**src/rtl/grpic_pkg.sv**
```systemverilog
package grpic_pkg;
  localparam int NGRP  = 7;
  localparam int GW    = 32;
  localparam int NGPIO = 128;
  localparam int AW    = 6;

  typedef enum logic [2:0] {
    K_POL  = 3'd4,
    K_STAT = 3'd5,
    K_EN   = 3'd6,
    K_TYPE = 3'd7
  } reg_kind_e;

  // group that GPIO n lands in
  function automatic int gpio_grp(input int n);
    return (NGRP - 1) - (n >> 5);
  endfunction

  // bit inside that group: byte lane reversed, bit within byte kept
  function automatic int gpio_bit(input int n);
    return (24 - (n & 24)) | (n & 7);
  endfunction

  // hard-wired set of usable bits per group
  function automatic logic [GW-1:0] grp_valid(input int g);
    case (g)
      0:       return 32'h0000_0005;
      1, 2:    return 32'h0000_0000;
      3:       return 32'hFFFF_FF0F;
      default: return 32'hFFFF_FFFF;
    endcase
  endfunction
endpackage

```
**src/rtl/grpic_sync.sv**
```systemverilog
module grpic_sync #(
  parameter int W = 8
) (
  input  logic         clk,
  input  logic         rst_n,
  input  logic [W-1:0] din,
  output logic [W-1:0] cur,
  output logic [W-1:0] prev
);
  logic [W-1:0] meta_q;

  always_ff @(posedge clk or negedge rst_n) begin
    if (!rst_n) begin
      meta_q <= '0;
      cur    <= '0;
      prev   <= '0;
    end else begin
      meta_q <= din;
      cur    <= meta_q;
      prev   <= cur;
    end
  end
endmodule

```
**src/rtl/grpic_route.sv**
```systemverilog
module grpic_route
  import grpic_pkg::*;
(
  input  logic [NGPIO-1:0]         gpio_in,
  input  logic                     timer_match,
  input  logic                     usb_detect,
  output logic [NGRP-1:0][GW-1:0]  raw
);
  always_comb begin
    raw = '0;
    for (int n = 0; n < NGPIO; n++) begin
      raw[gpio_grp(n)][gpio_bit(n)] = gpio_in[n];
    end
    raw[0][0] = timer_match;
    raw[0][2] = usb_detect;
  end
endmodule

```
**src/rtl/grpic_group.sv**
```systemverilog
module grpic_group
  import grpic_pkg::*;
#(
  parameter logic [GW-1:0] VALID = '1
) (
  input  logic          clk,
  input  logic          rst_n,
  input  logic [GW-1:0] cur,
  input  logic [GW-1:0] prev,
  input  logic          wr_pol,
  input  logic          wr_stat,
  input  logic          wr_en,
  input  logic          wr_type,
  input  logic [GW-1:0] wdata,
  output logic [GW-1:0] pol_q,
  output logic [GW-1:0] stat_q,
  output logic [GW-1:0] en_q,
  output logic [GW-1:0] typ_q,
  output logic          irq
);
  // named internal events
  logic [GW-1:0] rise, fall, edge_hit, lvl_act, w1c, clr_only, lvl_bits, stat_nxt;

  assign rise     = cur & ~prev;
  assign fall     = ~cur & prev;
  assign edge_hit = (pol_q & rise) | (~pol_q & fall);
  assign lvl_act  = ~(cur ^ pol_q);
  assign w1c      = wr_stat ? wdata : '0;
  assign clr_only = w1c & ~typ_q & ~edge_hit & VALID;
  assign lvl_bits = typ_q & VALID;
  assign stat_nxt = VALID & ((typ_q & lvl_act) | (~typ_q & ((stat_q & ~w1c) | edge_hit)));

  always_ff @(posedge clk or negedge rst_n) begin
    if (!rst_n) begin
      pol_q  <= '0;
      stat_q <= '0;
      en_q   <= '0;
      typ_q  <= '0;
    end else begin
      if (wr_pol)  pol_q <= wdata;
      if (wr_type) typ_q <= wdata;
      if (wr_en)   en_q  <= wdata & VALID;
      stat_q <= stat_nxt;
    end
  end

  assign irq = |(stat_q & en_q);

  // disabled positions never pending or enabled
  a_r5_disabled_idle: assert property (@(posedge clk) disable iff (!rst_n)
    ((stat_q | en_q) & ~VALID) == '0);

  // a qualifying edge on an edge-type bit is pending next cycle
  a_r6_edge_latch: assert property (@(posedge clk) disable iff (!rst_n)
    |(edge_hit & ~typ_q & VALID) |=>
      ((stat_q & $past(edge_hit & ~typ_q & VALID)) == $past(edge_hit & ~typ_q & VALID)));

  // a clear with no edge empties the bit
  a_r7_w1c_clear: assert property (@(posedge clk) disable iff (!rst_n)
    |clr_only |=> ((stat_q & $past(clr_only)) == '0));

  // level bits mirror the active level
  a_r8_level_follow: assert property (@(posedge clk) disable iff (!rst_n)
    |lvl_bits |=> ((stat_q & $past(lvl_bits)) == $past(lvl_act & lvl_bits)));

  // a request needs a pending bit
  a_r9_irq_needs_pending: assert property (@(posedge clk) disable iff (!rst_n)
    irq |-> (stat_q != '0));
endmodule

```
**src/rtl/grp_irq_ctrl.sv**
```systemverilog
module grp_irq_ctrl
  import grpic_pkg::*;
(
  input  logic              clk,
  input  logic              rst_n,
  input  logic [NGPIO-1:0]  gpio_in,
  input  logic              timer_match,
  input  logic              usb_detect,
  input  logic [AW-1:0]     bus_word_addr,
  input  logic              bus_we,
  input  logic [GW-1:0]     bus_wdata,
  output logic [GW-1:0]     bus_rdata,
  output logic [NGRP-1:0]   eint
);
  localparam int SW = NGRP * GW;

  logic [NGRP-1:0][GW-1:0] raw, cur, prev;
  logic [NGRP-1:0][GW-1:0] pol_a, stat_a, en_a, typ_a;
  logic [NGRP-1:0]         irq_a;
  logic [2:0]              sel_kind;
  logic [2:0]              sel_grp;
  logic                    grp_ok;

  assign sel_kind = bus_word_addr[5:3];
  assign sel_grp  = bus_word_addr[2:0];
  assign grp_ok   = (int'(sel_grp) < NGRP);

  grpic_route u_route (
    .gpio_in     (gpio_in),
    .timer_match (timer_match),
    .usb_detect  (usb_detect),
    .raw         (raw)
  );

  grpic_sync #(.W(SW)) u_sync (
    .clk  (clk),
    .rst_n(rst_n),
    .din  (raw),
    .cur  (cur),
    .prev (prev)
  );

  for (genvar g = 0; g < NGRP; g++) begin : g_grp
    logic hit;
    assign hit = bus_we && grp_ok && (int'(sel_grp) == g);

    grpic_group #(.VALID(grp_valid(g))) u_grp (
      .clk    (clk),
      .rst_n  (rst_n),
      .cur    (cur[g]),
      .prev   (prev[g]),
      .wr_pol (hit && sel_kind == K_POL),
      .wr_stat(hit && sel_kind == K_STAT),
      .wr_en  (hit && sel_kind == K_EN),
      .wr_type(hit && sel_kind == K_TYPE),
      .wdata  (bus_wdata),
      .pol_q  (pol_a[g]),
      .stat_q (stat_a[g]),
      .en_q   (en_a[g]),
      .typ_q  (typ_a[g]),
      .irq    (irq_a[g])
    );

    // group g drives line NGRP-1-g
    assign eint[NGRP-1-g] = irq_a[g];
  end

  always_comb begin
    bus_rdata = '0;
    if (grp_ok) begin
      case (sel_kind)
        K_POL:   bus_rdata = pol_a[sel_grp];
        K_STAT:  bus_rdata = stat_a[sel_grp];
        K_EN:    bus_rdata = en_a[sel_grp];
        K_TYPE:  bus_rdata = typ_a[sel_grp];
        default: bus_rdata = '0;
      endcase
    end
  end

  // quiet outputs right after reset release
  a_r1_reset_quiet: assert property (@(posedge clk) disable iff (!rst_n)
    $rose(rst_n) |-> (eint == '0));
endmodule

```
**config.mk**
```make
export PLATFORM = sky130hd
export DESIGN_NAME = grp_irq_ctrl
export DESIGN_NICKNAME = d
export VERILOG_FILES = /design/src/rtl/grpic_pkg.sv /design/src/rtl/grpic_sync.sv /design/src/rtl/grpic_route.sv /design/src/rtl/grpic_group.sv /design/src/rtl/grp_irq_ctrl.sv
export SDC_FILE = /design/constraint.sdc
export NUM_CORES = 2
export LEC_CHECK = 0
export ABC_AREA = 1
export BUFFER_PORTS_ARGS = -buffer_cell sky130_fd_sc_hd__buf_2
export CAP_MARGIN = 10
export CORE_ASPECT_RATIO = 2
export CORE_MARGIN = 1
export CORE_UTILIZATION = 57
export DETAILED_ROUTE_END_ITERATION = 8
export PLACE_DENSITY_LB_ADDON = 0.1
export SLEW_MARGIN = 10
export SYNTH_ARGS = -nofsm -noshare
export SYNTH_HDL_FRONTEND = slang
export SYNTH_HIERARCHICAL = 1
export SYNTH_SLANG_ARGS = --single-unit
export TNS_END_PERCENT = 30
```
**constraint.sdc**
```tcl
create_clock -name clk -period 1.2 [get_ports clk]
set_clock_uncertainty 0.05 [all_clocks]
set_input_delay 0.12 -clock clk [delete_from_list [all_inputs] [get_ports clk]]
set_output_delay 0.12 -clock clk [all_outputs]
set_load 0.01 [all_outputs]
```
### After elaboration in Yosys (flattened, before gate mapping)

Index checks and enable logic that the tools add are counted.

* mux-type cells: 15
* reductions and logical operators: 38
* eq/ne operators: 10
* order comparisons: 2
* bitwise operators: 90

Operators with widths (number)
* bitwise AND 32 bit: 32
* NOT 32 bit: 24
* binary-select mux 32 bit (select 3 bit): 4
* bitwise OR 32 bit: 12
* two-way mux 32 bit: 9
* OR reduction 32 bit: 5
* case mux 32 bit (4 select lines): 1
* bitwise XOR 32 bit: 4
* logical AND 1 bit: 32
* bitwise AND 3 bit: 8
* equality test 3 bit (second input constant): 8
* NOT 3 bit: 6
* bitwise OR 3 bit: 3
* equality test 3 x 2 -> 1 bit (second input constant): 2
* < comparator 3 x 4 -> 1 bit (second input constant): 1
* zero test 3 bit: 1
* < comparator 3 bit (second input constant): 1
* two-way mux 3 bit: 1
* bitwise XOR 3 bit: 1

* output and inout bits: 39
* register bits: 1090
* input port bits: 171

### Longest topological paths before layout

* depth after elaboration: 10
* mapped depth: 12
* gate-level depth less buffers: 9

### By module

The synthesis kept the hierarchy.

Modules (own cells, without submodules)
* grpic_group (g_grp[4].u_grp ...): seq. area each 3203.1 µm², times used 3, area each 5977.0 µm², cells an instance 593
* grpic_sync: seq. area each 16816.1 µm², times used 1, area each 16816.1 µm², cells an instance 672
* grp_irq_ctrl: seq. area each 0.0 µm², times used 1, area each 9494.1 µm², cells an instance 2247
* grpic_group (g_grp[1].u_grp ...): seq. area each 1601.5 µm², times used 2, area each 3026.7 µm², cells an instance 338
* grpic_group (g_grp[3].u_grp): seq. area each 3002.9 µm², times used 1, area each 5581.6 µm², cells an instance 546
* grpic_group (g_grp[0].u_grp): seq. area each 1701.6 µm², times used 1, area each 3439.5 µm², cells an instance 366
* grpic_route: seq. area each 0.0 µm², times used 1, area each 1685.4 µm², cells an instance 225

### Least setup slack after synthesis

OpenSTA, ideal clock, no wires.

* path type: input -> register
* from: input bus_word_addr[2]
* to: register g_grp[3].u_grp.en_q[0]
* buffers on the path: 5
* data arrival time: 1602 ps
* setup slack: -577 ps
* stages: 9
* cell sequence: buf_2 buf_2 buf_2 nor2_1 nand2_1 nor2_1 buf_6 buf_12 mux2_4

* word-level cells in the longest chain between the ends: 4
* elaborated cells on any way between the ends: 5
* those cells by class: order compare: 1; eq/ne: 1; reduce/logical: 3

RTL lines
* from (decl): line grp_irq_ctrl.sv:9 `input logic [AW-1:0] bus_word_addr,`
* < comparator 3 bit: line grp_irq_ctrl.sv:26 `assign grp_ok = (int'(sel_grp) < NGRP);`
* logical AND 1 bit: line grp_irq_ctrl.sv:45 `assign hit = bus_we && grp_ok && (int'(sel_grp) == g);`
* logical AND 1 bit (*): line grp_irq_ctrl.sv:45
* logical AND 1 bit (*): line grp_irq_ctrl.sv:54 `.wr_en (hit && sel_kind == K_EN),`
* to (signal assigned): line grpic_group.sv:42 `if (wr_en) en_q <= wdata & VALID;`
* to (decl): line grpic_group.sv:17 `output logic [GW-1:0] en_q,`

Every way passes the cells marked *; elsewhere a longest branch is shown, timed or not.
A chain may end at the register's enable or synchronous reset.

### Worst setup path in the final report

* from: register g_grp[5].u_grp.stat_q[26]
* to: output eint[1]

* word-level cells in the longest chain between the ends: 2

RTL lines
* from (decl): line grpic_group.sv:16 `output logic [GW-1:0] stat_q,`
* from (signal assigned): line grpic_group.sv:43 `stat_q <= stat_nxt;`
* bitwise AND 32 bit: line grpic_group.sv:47 `assign irq = |(stat_q & en_q);`
* OR reduction 32 bit: line grpic_group.sv:47
* to (decl): line grp_irq_ctrl.sv:13 `output logic [NGRP-1:0] eint`

Every way passes these cells.

==> results_tabular.tex <==
\begin{tabular}{lr}
\hline
Metric & Value \\
\hline
\multicolumn{2}{l}{\textbf{Route}} \\
\quad DR iter-0 viols & 4090 \\
\quad Final routed DRC violation total & 0 \\
\quad Drt first pass iters & 7 \\
\quad Detail-routed net length per standard cell & a little over 20 um \\
\quad Total detailed-routing wirelength & 173 mm \\
\quad Detail Route Antenna Nets & 0 \\
\quad Routed via count divided by cell count & approximately 5.5 \\
\quad Vias post-DR & 45600 \\
\multicolumn{2}{l}{\textbf{Run status}} \\
\quad Result of the run & complete, but fails checks \\
\quad Failing checks & setup timing \\
\multicolumn{2}{l}{\textbf{Cells and area}} \\
\quad Final Cell Area & 66800 um2 \\
\quad Most common cell after layout, fill and taps aside & sky130\_fd\_sc\_hd\_\_nand2\_1 \\
\quad Register area & 27000 um2 \\
\quad Footprint of the multi-input gates & 22300 um2 \\
\quad Layout overhead on the synthesized area & 26.3\% \\
\quad Final cell count without fillers & 8314 \\
\quad Top library cells by usage in the layout, fill and taps aside & sky130\_fd\_sc\_hd\_\_nand2\_1, sky130\_fd\_sc\_hd\_\_dfrtp\_1, sky130\_fd\_sc\_hd\_\_nand3\_1, sky130\_fd\_sc\_hd\_\_buf\_4, sky130\_fd\_sc\_hd\_\_nor2\_1 \\
\quad Ratio of cells with drive above 1 in the final layout & 0.252 \\
\quad Final \#Nets & around 7200 \\
\quad Fillcell total & 6824 \\
\multicolumn{2}{l}{\textbf{Worst setup path}} \\
\quad WP data arrival & 2.04 ns \\
\quad Slowest-stage cell, CP & sky130\_fd\_sc\_hd\_\_dfrtp\_1 \\
\quad Setup slack of the worst register-to-register path & 0.06 ns \\
\quad Reg-to-reg critical path startpoint & g\_grp[3].u\_grp/typ\_q[17] \\
\quad Dominant cell type by count on the critical path & sky130\_fd\_sc\_hd\_\_nand2\_1 \\
\quad Startpoint-to-endpoint class of the critical path & reg -> out \\
\quad Endpoint required time on the critical path & approximately 1.0 ns \\
\quad Largest stage delay on the critical path & 0.45 ns \\
\quad R2R depth & 6 \\
\quad Capture point of the worst reg-to-reg path & g\_grp[3].u\_grp/stat\_q[17] \\
\quad Cells traversed along the worst timing path & nand2\_1, nand2\_1, nor2\_2, nand2\_4, nor2\_4, nand2\_2, buf\_6 \\
\quad Max FO, Critical Path & 3 \\
\quad Capturing element type of the critical path & output port \\
\quad Type of origin of the critical path & flip-flop \\
\multicolumn{2}{l}{\textbf{STA}} \\
\quad Worst setup slack after layout & -1.01 ns \\
\quad Setup tns final & -33.57 ns \\
\quad Worst relative slew slack & 0.570 \\
\quad Pins Over Slew Limit & 0 \\
\quad Maximum clock frequency & between 400 and 500 MHz \\
\quad Final min period & 2.21 ns \\
\quad Final cycle utilization of the critical path & 1.84 \\
\quad Setup repair after global routing missed its margin & yes \\
\quad Total count of hold-check failures in the final report & 0 \\
\quad Setup violations, final & 38 \\
\quad Final hold slack & 0.0520 ns \\
\quad Slew at the pin closest to its max-slew limit & 0.644 ns \\
\multicolumn{2}{l}{\textbf{CTS}} \\
\quad Clock transition at the registers of the reported paths & about 0.07 ns \\
\quad Buffers from clock root to sink, at most & 3 \\
\quad Later-pin clock latency in the skew report & 0.75 ns \\
\quad Clock root buffer & sky130\_fd\_sc\_hd\_\_clkbuf\_16 \\
\quad Clock H-tree levels & 3 \\
\quad Number of clock sinks & 1078 \\
\quad Inserted Clock Buffers & 94 \\
\quad CTS tree & yes \\
\multicolumn{2}{l}{\textbf{Floorplanning}} \\
\quad DIE WIDTH & about 220 um \\
\quad CORE AREA & 91700 um2 \\
\quad Std-Cell Rows & 157 \\
\quad Number of top-level pins & 210 \\
\quad Effective utilization at floorplan & 0.577 \\
\quad Die Y & 433 um \\
\quad Die Area & 94100 um2 \\
\multicolumn{2}{l}{\textbf{Job}} \\
\quad Max capacitance violation total & 0 \\
\multicolumn{2}{l}{\textbf{Place}} \\
\quad \# placed instances & 7807 \\
\quad Number of buffers added on ports & 203 \\
\quad Routability-driven placement congestion ratio & 0.958 \\
\quad Instance area after placement & 59000 um2 \\
\quad Placed wire-length estimate after detailed placement & 117 mm \\
\multicolumn{2}{l}{\textbf{Hold path}} \\
\quad Class of the tightest hold or removal check & in -> async \\
\multicolumn{2}{l}{\textbf{Synthesis}} \\
\quad Synth Cell Area & 52900 um2 \\
\quad Per-instance average area after synthesis & 8.65 um2 \\
\quad Number of instances in the synthesized netlist & 6114 \\
\quad Yosys warns & 6 \\
\multicolumn{2}{l}{\textbf{Pwr}} \\
\quad P\_leak & 33.0 nW \\
\quad Areal power density over the cells & $\sim$1500 nW/um2 \\
\quad Power Total & 0.0975 W \\
\quad Peak VDD IR & 1820 uV \\
\multicolumn{2}{l}{\textbf{Global routing}} \\
\quad Global-route usage over all layers & 0.371 \\
\quad Number of antenna violations at the first check in global routing & 0 \\
\quad Largest net degree at the start of global routing & 84 \\
\quad Total grt overflow & 0 \\
\quad Via count of the first global-routing pass & 45500 \\
\quad Global-route wire length before repair & 263 mm \\
\hline
\end{tabular}
## through the flow
stage	setup WS, ns	utilization
after floorplan	-0.375	-
final	-1.01	0.728
after detailed placement	-0.738	0.644
after CTS	-1.03	0.716
after global routing	-1.05	0.728
after global placement	-0.742	0.644
## sequential cells by signal, summed over array words and instances, names as in the netlist
signal	flops
g_grp.u_grp/en_q	126
g_grp.u_grp/pol_q	224
g_grp.u_grp/stat_q	126
g_grp.u_grp/typ_q	224
u_sync/cur	126
u_sync/meta_q	126
u_sync/prev	126
## routing by layer
layer	track usage	wire (um)
met5	0	0
met4	0.227	11700
met3	0.0457	11500
met2	0.601	81800
met1	0.473	67900
## how the worst max path moves through the flow
stage	start	end	slack, ns	cells past startpoint
after floorplan	bus_word_addr[5]	g_grp[4].u_grp/en_q[10]	-0.37	8
after global placement	bus_word_addr[5]	g_grp[1].u_grp/pol_q[10]	-0.74	9
after detailed placement	bus_word_addr[5]	g_grp[1].u_grp/pol_q[13]	-0.74	9
after CTS	g_grp[4].u_grp/stat_q[10]	bus_rdata[10]	-1.03	8
after global routing	g_grp[3].u_grp/typ_q[15]	bus_rdata[15]	-1.05	8
final	g_grp[5].u_grp/stat_q[26]	eint[1]	-1.01	7
## area by class of cell
type	instances	share of cell area
clock buffer	138	0.0415
clock inverter	38	0.00743
timing repair buffer	1261	0.176
multi-input combinational	4351	0.334
antenna	1	0.0000375
tap	1192	0.0223
sequential	1078	0.404
inverter	255	0.0149
## power by group
part,switching (W),internal (W)
clock,0.0145,0.0181
sequential,0.00378,0.0409
combinational,0.0103,0.00986
total,0.0286,0.0689
## worst max-delay path: cells and delay by family, from the launching register on
family	cells	cell delay, ns
flip-flops	1	0.45
buffers and inverters	1	0.13
AND/OR/NAND/NOR	6	0.75
## repair_timing
action,CTS,global route
setup endpoints to repair,37,155
gates resized for setup,181,250
buffers inserted,10,34
hold endpoints to repair,1893,0
pin swaps,73,190
gates cloned,0,0
hold buffers,286,0
No activity file was read; power rests on OpenSTA's default activity.
